<file path="config.mk">
export PLATFORM = sky130hd
export DESIGN_NAME = dmi_dec
export DESIGN_NICKNAME = d
export VERILOG_FILES = /design/src/rtl/dmi_pkg.sv /design/src/rtl/dmi_mode_reg.sv /design/src/rtl/dmi_slot_walk.sv /design/src/rtl/dmi_dec.sv
export SDC_FILE = /design/constraint.sdc
export NUM_CORES = 1
export LEC_CHECK = 0
export ABC_AREA = 1
export BUFFER_PORTS_ARGS = -buffer_cell sky130_fd_sc_hd__buf_4
export CORE_AREA = 2 2 94 141
export DETAILED_ROUTE_END_ITERATION = 16
export DIE_AREA = 0 0 96 143
export RECOVER_POWER = 25
export SLEW_MARGIN = 40
export SYNTH_ARGS = -nofsm -noshare
export SYNTH_HDL_FRONTEND = slang
export SYNTH_SLANG_ARGS = --single-unit
</file>
<file path="constraint.sdc">
create_clock -name clk -period 6.75 [get_ports clk]
set_input_delay 0.675 -clock clk [delete_from_list [all_inputs] [get_ports clk]]
set_output_delay 0.675 -clock clk [all_outputs]
set_load 0.005 [all_outputs]
</file>
<file path="src/rtl/dmi_pkg.sv">
package dmi_pkg;

    typedef enum logic [1:0] {
        MODE_NAT_SEQ   = 2'b00,
        MODE_RV_SCALAR = 2'b01,
        MODE_NAT_WIDE  = 2'b10,
        MODE_RV_WIDE   = 2'b11
    } dmi_mode_e;

    typedef struct packed {
        logic vld;
        logic len32;
        logic eob;
        logic ill;
    } dmi_slot_t;

    typedef struct packed {
        logic len32;
        logic cont;
        logic rsvd;
    } dmi_cls_t;

    function automatic logic mode_is_rv(input dmi_mode_e m);
        return m[0];
    endfunction

    function automatic logic mode_is_wide(input dmi_mode_e m);
        return m[1];
    endfunction

    // Classify one instruction from the two low bits of its first halfword.
    function automatic dmi_cls_t classify(input dmi_mode_e m, input logic [1:0] lo);
        dmi_cls_t c;
        c.len32 = 1'b1;
        c.cont  = 1'b0;
        c.rsvd  = 1'b0;
        unique case (m)
            MODE_RV_SCALAR: c.len32 = (lo == 2'b11);
            MODE_RV_WIDE: begin
                c.cont = (lo == 2'b10);
                c.rsvd = ~lo[1];
            end
            MODE_NAT_WIDE:  c.cont = (lo == 2'b10);
            default:        c.cont = 1'b0;
        endcase
        return c;
    endfunction

endpackage

</file>
<file path="src/rtl/dmi_mode_reg.sv">
module dmi_mode_reg
    import dmi_pkg::*;
(
    input  logic      clk,
    input  logic      rst,
    input  logic      i_redir,
    input  logic      i_redir_bit0,
    input  logic      i_sr_wr,
    input  logic [1:0] i_sr_mode,
    output dmi_mode_e o_mode,
    output logic      o_flush
);
    dmi_mode_e mode_q;

    always_ff @(posedge clk) begin
        if (rst) begin
            mode_q <= MODE_NAT_SEQ;
        end else if (i_sr_wr) begin
            mode_q <= dmi_mode_e'(i_sr_mode);
        end else if (i_redir && i_redir_bit0) begin
            mode_q <= dmi_mode_e'({mode_q[1], ~mode_q[0]});
        end
    end

    assign o_mode  = mode_q;
    assign o_flush = i_redir | i_sr_wr;
endmodule

</file>
<file path="src/rtl/dmi_slot_walk.sv">
module dmi_slot_walk
    import dmi_pkg::*;
#(
    parameter int WIN_W      = 64,
    parameter int MAX_BUNDLE = 3,
    localparam int NSLOT     = WIN_W / 16,
    localparam int HW_W      = $clog2(NSLOT + 1),
    localparam int CNT_W     = $clog2(MAX_BUNDLE + 1)
) (
    input  dmi_mode_e                   i_mode,
    input  logic [WIN_W-1:0]            i_win,
    input  logic                        i_addr_b1,
    input  logic [CNT_W-1:0]            i_cnt,
    output dmi_slot_t [NSLOT-1:0]       o_slots,
    output logic [CNT_W-1:0]            o_cnt,
    output logic [HW_W-1:0]             o_hw_used,
    output logic                        o_align_flt,
    output logic                        o_ovf
);
    localparam logic [HW_W-1:0]  POS_END  = HW_W'(NSLOT);
    localparam logic [HW_W-1:0]  POS_LAST = HW_W'(NSLOT - 1);
    localparam logic [CNT_W-1:0] CNT_LAST = CNT_W'(MAX_BUNDLE - 1);

    logic [HW_W-1:0]  pos;
    logic [CNT_W-1:0] cnt;
    logic             stop;
    logic [1:0]       lo;
    dmi_cls_t         cl;
    logic             win_unused;

    assign win_unused = ^i_win;

    always_comb begin
        o_slots     = '0;
        o_ovf       = 1'b0;
        o_align_flt = 1'b0;
        cnt         = i_cnt;
        pos         = '0;
        stop        = 1'b0;
        lo          = 2'b00;
        cl          = '0;
        if (mode_is_rv(i_mode) && mode_is_wide(i_mode) && i_addr_b1) begin
            o_align_flt = 1'b1;
            stop        = 1'b1;
        end
        for (int k = 0; k < NSLOT; k++) begin
            if (!stop && (pos < POS_END)) begin
                lo = i_win[{pos, 4'b0000} +: 2];
                cl = classify(i_mode, lo);
                if (cl.len32 && (pos == POS_LAST)) begin
                    stop = 1'b1;
                end else begin
                    o_slots[k].vld   = 1'b1;
                    o_slots[k].len32 = cl.len32;
                    o_slots[k].ill   = cl.rsvd;
                    if (!mode_is_wide(i_mode) || !cl.cont) begin
                        o_slots[k].eob = 1'b1;
                        cnt            = '0;
                    end else if (cnt == CNT_LAST) begin
                        o_slots[k].eob = 1'b1;
                        o_ovf          = 1'b1;
                        cnt            = '0;
                    end else begin
                        o_slots[k].eob = 1'b0;
                        cnt            = cnt + 1'b1;
                    end
                    pos = pos + (cl.len32 ? HW_W'(2) : HW_W'(1));
                end
            end
        end
        o_cnt     = cnt;
        o_hw_used = pos;
    end
endmodule

</file>
<file path="src/rtl/dmi_dec.sv">
module dmi_dec
    import dmi_pkg::*;
#(
    parameter int AW         = 32,
    parameter int WIN_W      = 64,
    parameter int MAX_BUNDLE = 3,
    localparam int NSLOT     = WIN_W / 16,
    localparam int HW_W      = $clog2(NSLOT + 1),
    localparam int CNT_W     = $clog2(MAX_BUNDLE + 1)
) (
    input  logic             clk,
    input  logic             rst,
    input  logic             i_fetch_vld,
    input  logic [AW-1:0]    i_fetch_addr,
    input  logic [WIN_W-1:0] i_fetch_win,
    input  logic             i_redir,
    input  logic [AW-1:0]    i_redir_tgt,
    input  logic             i_sr_wr,
    input  logic [1:0]       i_sr_mode,
    output logic [1:0]       o_mode,
    output logic             o_vld,
    output logic [NSLOT-1:0] o_slot_vld,
    output logic [NSLOT-1:0] o_slot_len32,
    output logic [NSLOT-1:0] o_slot_eob,
    output logic [NSLOT-1:0] o_slot_ill,
    output logic             o_align_flt,
    output logic             o_ovf_flt,
    output logic [AW-1:0]    o_next_addr
);
    dmi_mode_e             mode;
    logic                  flush;
    logic [CNT_W-1:0]      cnt_q, cnt_d;
    dmi_slot_t [NSLOT-1:0] slots_d, slots_q;
    logic [HW_W-1:0]       hw_used;
    logic                  align_d, ovf_d;
    logic                  take;

    dmi_mode_reg u_mode (
        .clk         (clk),
        .rst         (rst),
        .i_redir     (i_redir),
        .i_redir_bit0(i_redir_tgt[0]),
        .i_sr_wr     (i_sr_wr),
        .i_sr_mode   (i_sr_mode),
        .o_mode      (mode),
        .o_flush     (flush)
    );

    dmi_slot_walk #(
        .WIN_W     (WIN_W),
        .MAX_BUNDLE(MAX_BUNDLE)
    ) u_walk (
        .i_mode     (mode),
        .i_win      (i_fetch_win),
        .i_addr_b1  (i_fetch_addr[1]),
        .i_cnt      (cnt_q),
        .o_slots    (slots_d),
        .o_cnt      (cnt_d),
        .o_hw_used  (hw_used),
        .o_align_flt(align_d),
        .o_ovf      (ovf_d)
    );

    assign take = i_fetch_vld && !flush;

    always_ff @(posedge clk) begin
        if (rst) begin
            cnt_q       <= '0;
            slots_q     <= '0;
            o_vld       <= 1'b0;
            o_align_flt <= 1'b0;
            o_ovf_flt   <= 1'b0;
            o_next_addr <= '0;
        end else begin
            o_vld <= take;
            if (take) begin
                cnt_q       <= cnt_d;
                slots_q     <= slots_d;
                o_align_flt <= align_d;
                o_ovf_flt   <= ovf_d;
                o_next_addr <= i_fetch_addr + AW'({hw_used, 1'b0});
            end else begin
                slots_q     <= '0;
                o_align_flt <= 1'b0;
                o_ovf_flt   <= 1'b0;
                if (flush) begin
                    cnt_q <= '0;
                end
                if (i_redir) begin
                    o_next_addr <= {i_redir_tgt[AW-1:1], 1'b0};
                end
            end
        end
    end

    for (genvar g = 0; g < NSLOT; g++) begin : g_slot
        assign o_slot_vld[g]   = slots_q[g].vld;
        assign o_slot_len32[g] = slots_q[g].len32;
        assign o_slot_eob[g]   = slots_q[g].eob;
        assign o_slot_ill[g]   = slots_q[g].ill;
    end

    assign o_mode = mode;
endmodule

</file>
==> Word-level counts from Yosys, hierarchy flattened <==
Index checks and enable logic that the tools add are counted.
{ "totals": {"out_inout_bits": 53, "n_memories": 0, "rom_bits": 0, "mem_bits_rw": 0, "word_cells": 188, "inputBits": 135, "register_bits": 55, "latch_bits": 0} }
{ "classes": {"div": 0, "n_lt_le_gt_ge": 3, "bitwise_logic": 11, "n_eq_ne": 18, "n_mux": 83, "addsub": 8, "reduce_logical": 39, "n_mul": 0, "shifts": 3} }
{ "ops": {"columns": ["cell", "count"], "rows": [
  ["$shiftx A64 B8 Y2", 3],
  ["$mux W32", 2],
  ["$mux W1", 48],
  ["$mux W2", 22],
  ["$add A32 B4 Y32", 1],
  ["$eq A2 B2 Y1 const B", 14],
  ["$mux W3", 7],
  ["$mux W4", 4],
  ["$reduce_or A4 Y1", 4],
  ["$reduce_or A5 Y1", 3],
  ["$reduce_or A3 Y1", 4],
  ["$logic_and A1 B1 Y1", 10],
  ["$not A1 Y1", 10],
  ["$add A3 B3 Y3", 3],
  ["$eq A3 B2 Y1 const B", 3],
  ["$logic_not A1 Y1", 9],
  ["$lt A3 B3 Y1 const B", 3],
  ["$add A2 B1 Y2 const B", 4],
  ["$reduce_bool A2 Y1", 3],
  ["$logic_or A1 B1 Y1", 4],
  ["$reduce_or A2 Y1", 2],
  ["$eq A2 B1 Y1 const B", 1],
  ["$or A1 B1 Y1", 1]
]} }

==> Logic depth before layout (Yosys ltp) <==
{ "depth": {"word_depth": 32, "ltp_mapped": 48} }

==> Modules after synthesis <==
From an unflattened synthesis, not the netlist that was laid out.
{ "unflattened": {"hier_cells": 684, "hier_area_um2": 4092.7} }
{ "by_module_without_submodules": {"columns": ["module", "cells_per_inst", "area_each_um2", "instances"], "rows": [
  ["dmi_dec", 489, 3096.7, 1],
  ["dmi_slot_walk", 178, 892.1, 1],
  ["dmi_mode_reg", 17, 103.8, 1]
]} }

==> Worst setup path before layout <==
OpenSTA, ideal clock, no wires.
{ "synth_path": {"kind": "input port to flip-flop", "from": "input i_fetch_addr[1]", "to": "register o_next_addr[21]", "arrival_time_ns": 6.675, "setup_time_ns": 0.134, "required_ns": 6.616, "path_slack_ns": -0.059, "cell_stages": 41, "path_buffers": 1, "path_cell_list": "nand3_4 buf_6 nand3_1 o221ai_1 a21oi_1 ha_1 inv_1 fa_1 inv_1 nand2_4 inv_2 nand3_2 nand2_2 nand3_2 nand2_2 inv_1 ha_1 inv_1 (+5 left out) inv_1 ha_1 fa_1 o22ai_2 fa_1 inv_1 nand2_1 a21oi_2 nand2_1 nor2_1 inv_1 nor3_1 inv_1 nor4_1 nand4_1 xor2_1 o21ai_0 a21oi_1"} }
{ "synth_via": {"elab_chain_cells": 29, "word_cells_on_any_way": 48, "classes_between": "add/sub: 4; order compare: 3; eq/ne: 6; shift: 3; mux: 22; reduce/logical: 10"} }
{ "synth_rtl": {"columns": ["item", "line_no", "source"], "rows": [
  ["start, declared", "dmi_dec.sv:14", "input logic [AW-1:0] i_fetch_addr,"],
  ["$logic_and A1 B1 Y1", "dmi_slot_walk.sv:42", "if (mode_is_rv(i_mode) && mode_is_wide(i_mode) && i_addr_b1) begin"],
  ["$mux W1", "dmi_slot_walk.sv:42", null],
  ["$mux W3", "dmi_slot_walk.sv:47", "if (!stop && (pos < POS_END)) begin"],
  ["$shiftx A64 B8 Y2", "dmi_slot_walk.sv:48", "lo = i_win[{pos, 4'b0000} +: 2];"],
  ["$eq A2 B2 Y1", "dmi_pkg.sv:38", "MODE_RV_SCALAR: c.len32 = (lo == 2'b11);"],
  ["$mux W1", "dmi_pkg.sv:37", "unique case (m)"],
  ["$mux W1", "dmi_slot_walk.sv:47", null],
  ["$mux W2", "dmi_slot_walk.sv:67", "pos = pos + (cl.len32 ? HW_W'(2) : HW_W'(1));"],
  ["(+13 left out)", null, null],
  ["$mux W1", "dmi_pkg.sv:37", null],
  ["$mux W1", "dmi_slot_walk.sv:47", null],
  ["$mux W2", "dmi_slot_walk.sv:67", null],
  ["$add A3 B3 Y3", "dmi_slot_walk.sv:67", null],
  ["$mux W3", "dmi_slot_walk.sv:50", "if (cl.len32 && (pos == POS_LAST)) begin"],
  ["$mux W3", "dmi_slot_walk.sv:47", null],
  ["$add A32 B4 Y32 *", "dmi_dec.sv:81", "o_next_addr <= i_fetch_addr + AW'({hw_used, 1'b0});"],
  ["$mux W32 *", "dmi_dec.sv:76", "if (take) begin"],
  ["end signal, assigned", "dmi_dec.sv:81", null],
  ["end signal, assigned", "dmi_dec.sv:90", "o_next_addr <= {i_redir_tgt[AW-1:1], 1'b0};"],
  ["end, declared", "dmi_dec.sv:28", "output logic [AW-1:0] o_next_addr"]
]} }
Every way passes the cells marked *; elsewhere a longest branch is shown, timed or not. The select of a mux whose other input is x is not followed.
A chain may end at the register's enable or synchronous reset.

==> Final worst setup path <==
{ "layout_path": {"from": "input i_fetch_win[1]", "to": "register o_next_addr[24]"} }
{ "layout_via": {"elab_chain_cells": 31, "word_cells_on_any_way": 49, "classes_between": "add/sub: 4; order compare: 3; eq/ne: 7; shift: 3; mux: 24; reduce/logical: 8"} }
{ "layout_rtl": {"columns": ["item", "line_no", "source"], "rows": [
  ["start, declared", "dmi_dec.sv:15", "input logic [WIN_W-1:0] i_fetch_win,"],
  ["$eq A2 B2 Y1", "dmi_pkg.sv:38", null],
  ["$mux W1", "dmi_pkg.sv:37", null],
  ["$mux W1", "dmi_slot_walk.sv:47", null],
  ["$mux W2", "dmi_slot_walk.sv:67", null],
  ["$mux W3", "dmi_slot_walk.sv:47", null],
  ["$shiftx A64 B8 Y2", "dmi_slot_walk.sv:48", null],
  ["$eq A2 B2 Y1", "dmi_pkg.sv:38", null],
  ["$mux W1", "dmi_pkg.sv:37", null],
  ["(+15 left out)", null, null],
  ["$mux W1", "dmi_pkg.sv:37", null],
  ["$mux W1", "dmi_slot_walk.sv:47", null],
  ["$mux W2", "dmi_slot_walk.sv:67", null],
  ["$add A3 B3 Y3", "dmi_slot_walk.sv:67", null],
  ["$mux W3", "dmi_slot_walk.sv:50", null],
  ["$mux W3 *", "dmi_slot_walk.sv:47", null],
  ["$add A32 B4 Y32 *", "dmi_dec.sv:81", null],
  ["$mux W32 *", "dmi_dec.sv:76", null]
]} }
Marks and branches as above.

==> results.txt <==
- The clock net in this run drives a total of 55 sinks.
* Placement row count: 50
- Top_reg_cell synth: sky130_fd_sc_hd__dfxtp_1
- Of all nets on the critical path, the largest fanout is 5.
- The worst register-to-register path ends at o_next_addr[24]$_SDFFE_PP0P_.
- The critical path is of the in -> reg type.
- During synthesis, Yosys emitted a total of 0 warnings.
- The synthesized design contains 55 register bits.
- The number of antenna diodes in the final layout is 0.
- Final standard cell count with taps included and fillers excluded: 867
* Max-slew violations: 0
* Worst reg2reg startpoint: u_mode.o_mode[0]$_SDFFE_PP0P_
- Transition at the pin with the smallest max-transition slack: 0.693 ns
* Leakage power: about 0.0026 uW
* Most used cell along the critical path: sky130_fd_sc_hd__inv_2
- When the netlist entered floorplanning its net count stood at around 670.
* Core region area: between 10000 and 15000 um^2
- Headroom to the max-slew limit came out at 0.537.
- Syn_area_per_cell: 7.05 um^2
- Compared with the post-synthesis result, the final layout area differs by 54.5%.
- Post-route antenna net violation count: 0
- Top layer in use: met4
* Worst IR drop on VDD: ~110 uV
- The setup check on the worst reg-to-reg path leaves a slack of between 0.2 and 0.25 ns.
- The net count of the finished layout is approximately 860.
* Worst Hold Depth: 2
* Power Density: 184 nW/um^2
- The worst hold path terminates at o_next_addr[19]$_SDFFE_PP0P_.
- TritonCTS built the clock tree.
- After detailed routing, the wire length on met1 is 4880 um.
* Proportion of netlist area held by the largest area contributor: 0.300
- The first global-routing pass estimated between 15000 and 20000 um of wire.
* Hold path startpoint: o_next_addr[19]$_SDFFE_PP0P_
- The die covers about 14000 um^2.
- In this run, post-CTS hold repair placed 0 buffers.
* Top cells by area in the synthesized netlist: sky130_fd_sc_hd__dfxtp_1 30%, sky130_fd_sc_hd__nand2_1 10%, sky130_fd_sc_hd__inv_1 7.6%, sky130_fd_sc_hd__nor2_1 4.7%, sky130_fd_sc_hd__o21ai_0 3.8%
* Achievable frequency: 152 MHz
- For this run, the share of the core covered by cells in the final layout is 0.455.
- In the final layout, the share of cells above drive strength 1 is 0.432.
- The initial utilization of the core area, before any placement, comes to 0.294.
- The via count of the first global-routing pass is about 4000.
- Number of distinct library cell variants in the gate-level netlist after synthesis: 50
* Level count of the clock H-tree: 2
- Across every metal layer, demand over resource in global routing totals 0.179.
- The worst setup path is captured at a flip-flop.
* Routability cong.: 0.950
- The first routing iteration left roughly 130 violations.
* Met3 Routed Length: 662 um
- Number of detailed-route iterations in the first pass: 4
- Number of cells on the worst reg-to-reg path: 44
* Height of the die: ~140 um
* Average routed wire per standard cell: between 10 and 15 um
* Horizontal die dimension: around 96 um
* Post-Syn Instances: between 500 and 600
* WL met2: roughly 7300 um
- For this block, the routed nets add up to ~13000 um of wire.
- Adding up every negative setup slack in the final design gives 0 ns.
* Post-synthesis async set-or-reset flop share: 0
- The final route contains between 4000 and 5000 vias.
* Number of failing setup endpoints in the final timing report: 0
* Worst path max stage delay: ~0.54 ns
* Inserted Clock Buffers: 5
- Dividing the final minimum period by the clock period gives 0.973.
* Outcome: complete, no violations
- After detailed routing, the number of remaining DRC violations is 0.
- Filler cell count in the final layout: between 1000 and 1500
- STA classifies the critical path startpoint as an input port.
- RSZ-0062 raised after global routing: true
- By count the netlist is led by 101 x sky130_fd_sc_hd__nand2_1, 74 x sky130_fd_sc_hd__inv_1, 55 x sky130_fd_sc_hd__dfxtp_1, 46 x sky130_fd_sc_hd__nor2_1, 28 x sky130_fd_sc_hd__o21ai_0.
- Number of maximum-capacitance violations: 0
- Counting along the longest clock path gives a buffer depth of 2.
* Clock-pin slew reported for the worst setup and hold paths after clock tree synthesis: 0.08 ns
* Portion of the post-synthesis area used by sequential elements: 0.300
- The path class of the tightest hold or removal check is reg -> reg.
* Post-Synthesis Cell Area: ~3700 um^2
- After detailed routing, the number of vias per cell comes to about 4.8.
- Number of synthesized flops with an enable pin: 0
- STA puts the critical path data required time at 6.93 ns.
* Leading area contributor after synthesis: sky130_fd_sc_hd__dfxtp_1
- Cell at the root of the clock tree: sky130_fd_sc_hd__clkbuf_16
- Signal arrival time at the worst endpoint: around 6.7 ns
* Clock insertion delay at the later pin of the skew report: around 0.29 ns
- Entering global routing, the biggest net connects 36 pins.
- Antenna violations before repair: 0
- Number of placed instances, taps included: about 840
* Final Hold Fails: 0
- Top-count cell post-synth: sky130_fd_sc_hd__nand2_1
* # IOs: between 150 and 200
- Worst clock skew: ~0.0047 ns
- Sum of overflow across all layers after global routing: 0
* Cell with the biggest individual delay on the critical path: sky130_fd_sc_hd__fa_1
* Detailed placer's ending HPWL: slightly above 10000 um
- Shortest period the worst path allows: about 6.6 ns
- Count of input and output buffers: between 100 and 150
-- area by class of cell --
type	count	area, um^2	share of cell area
Multi-Input combinational cell	369	2390	0.422
Timing Repair Buffer	196	1480	0.261
Sequential cell	55	1100	0.195
Inverter	83	317	0.0559
Tap cell	156	195	0.0345
Clock buffer	6	139	0.0245
Clock inverter	2	38.8	0.00685
-- power breakdown --
part | internal [uW] | switching [uW]
Combinational | 187 | 195
Sequential | 341 | 8.80
Clock | 187 | 125
-- per-layer routing --
layer	global-route usage	vias up
met5	0	-
met1	0.180	1911
met3	0.0280	14
met2	0.352	125
li1	-	2088
met4	0.0669	0
-- sequential cells by signal, summed over array words and instances, names as in the netlist --
register	flops
o_slot_len32	4
o_vld	1
o_align_flt	1
o_slot_vld	4
cnt_q	2
o_slot_ill	4
o_slot_eob	4
o_next_addr	32
u_mode.o_mode	2
o_ovf_flt	1
-- layout by cell type, fill, tap and decap left out, types with 3 or more instances in the layout --
master,instances
sky130_fd_sc_hd__nor4_1,5
sky130_fd_sc_hd__ha_4,4
sky130_fd_sc_hd__fa_1,3
sky130_fd_sc_hd__o221a_2,3
sky130_fd_sc_hd__xor2_1,12
sky130_fd_sc_hd__o22ai_1,3
sky130_fd_sc_hd__nand2_1,98
sky130_fd_sc_hd__buf_4,195
sky130_fd_sc_hd__inv_1,64
sky130_fd_sc_hd__nor3_2,6
sky130_fd_sc_hd__inv_2,16
sky130_fd_sc_hd__nor2_4,6
sky130_fd_sc_hd__dfxtp_1,54
sky130_fd_sc_hd__nand3_4,3
sky130_fd_sc_hd__nand4_1,8
sky130_fd_sc_hd__nand3_2,10
sky130_fd_sc_hd__a22oi_1,13
sky130_fd_sc_hd__nand2_4,8
sky130_fd_sc_hd__nand2_2,12
sky130_fd_sc_hd__a21oi_1,23
sky130_fd_sc_hd__o21ai_0,27
sky130_fd_sc_hd__nand3_1,24
sky130_fd_sc_hd__clkbuf_16,5
sky130_fd_sc_hd__nor2_1,39
sky130_fd_sc_hd__a21oi_2,4
sky130_fd_sc_hd__o22ai_2,3
sky130_fd_sc_hd__nor3_1,11
sky130_fd_sc_hd__xnor2_1,4
sky130_fd_sc_hd__nor2_2,9
-- timing repair --
| item | CTS | global route |
|---|---|---|
| setup endpoints to repair | 0 | 18 |
| resized for setup | 0 | 53 |
| setup buffers | 0 | 17 |
| endpoints found under the hold margin | 0 | 0 |
-- worst max-delay path by stage --
stage,slack [ns],to,startpoint
after global placement,-0.14,o_next_addr[24]$_SDFFE_PP0P_,i_fetch_win[1]
after global routing,-0.23,o_next_addr[21]$_SDFFE_PP0P_,i_fetch_win[1]
final,0.18,o_next_addr[24]$_SDFFE_PP0P_,i_fetch_win[1]
after floorplan,0.007,o_next_addr[21]$_SDFFE_PP0P_,i_fetch_addr[1]
after CTS,0.05,o_next_addr[24]$_SDFFE_PP0P_,i_fetch_win[1]
after detailed placement,-0.24,o_next_addr[24]$_SDFFE_PP0P_,i_fetch_win[1]
-- cell families after synthesis --
group / synth area share
flip-flops: 0.300
multiplexers: 0.00273
AND/OR/NAND/NOR: 0.344
AO/OA/AOI/OAI: 0.171
buffers and inverters: 0.101
XOR/XNOR: 0.0382
adder cells (fa/ha/maj): 0.0423
-- through the flow --
step | instance area, um^2 | total power (uW) | hold WS (ns) | setup WS [ns]
after global placement | 5150 | 681 | 0.455 | -0.138
after floorplan | 3670 | 533 | 0.462 | 0.00722
after global routing | 5660 | 1100 | 0.490 | -0.232
after detailed placement | 5150 | 688 | 0.458 | -0.241
final | 5660 | 1040 | 0.465 | 0.185
after CTS | 5330 | 1000 | 0.470 | 0.0504
-- critical path: cells and delay by family --
| kind | cells | cell delay [ns] |
|---|---|---|
| buffers and inverters | 11 | 0.65 |
| and+or+nand+nor | 21 | 2.31 |
| AOI/OAI and AO/OA | 6 | 0.84 |
| adders and majority gates | 7 | 2.23 |
(Power assumes the default switching activity.)
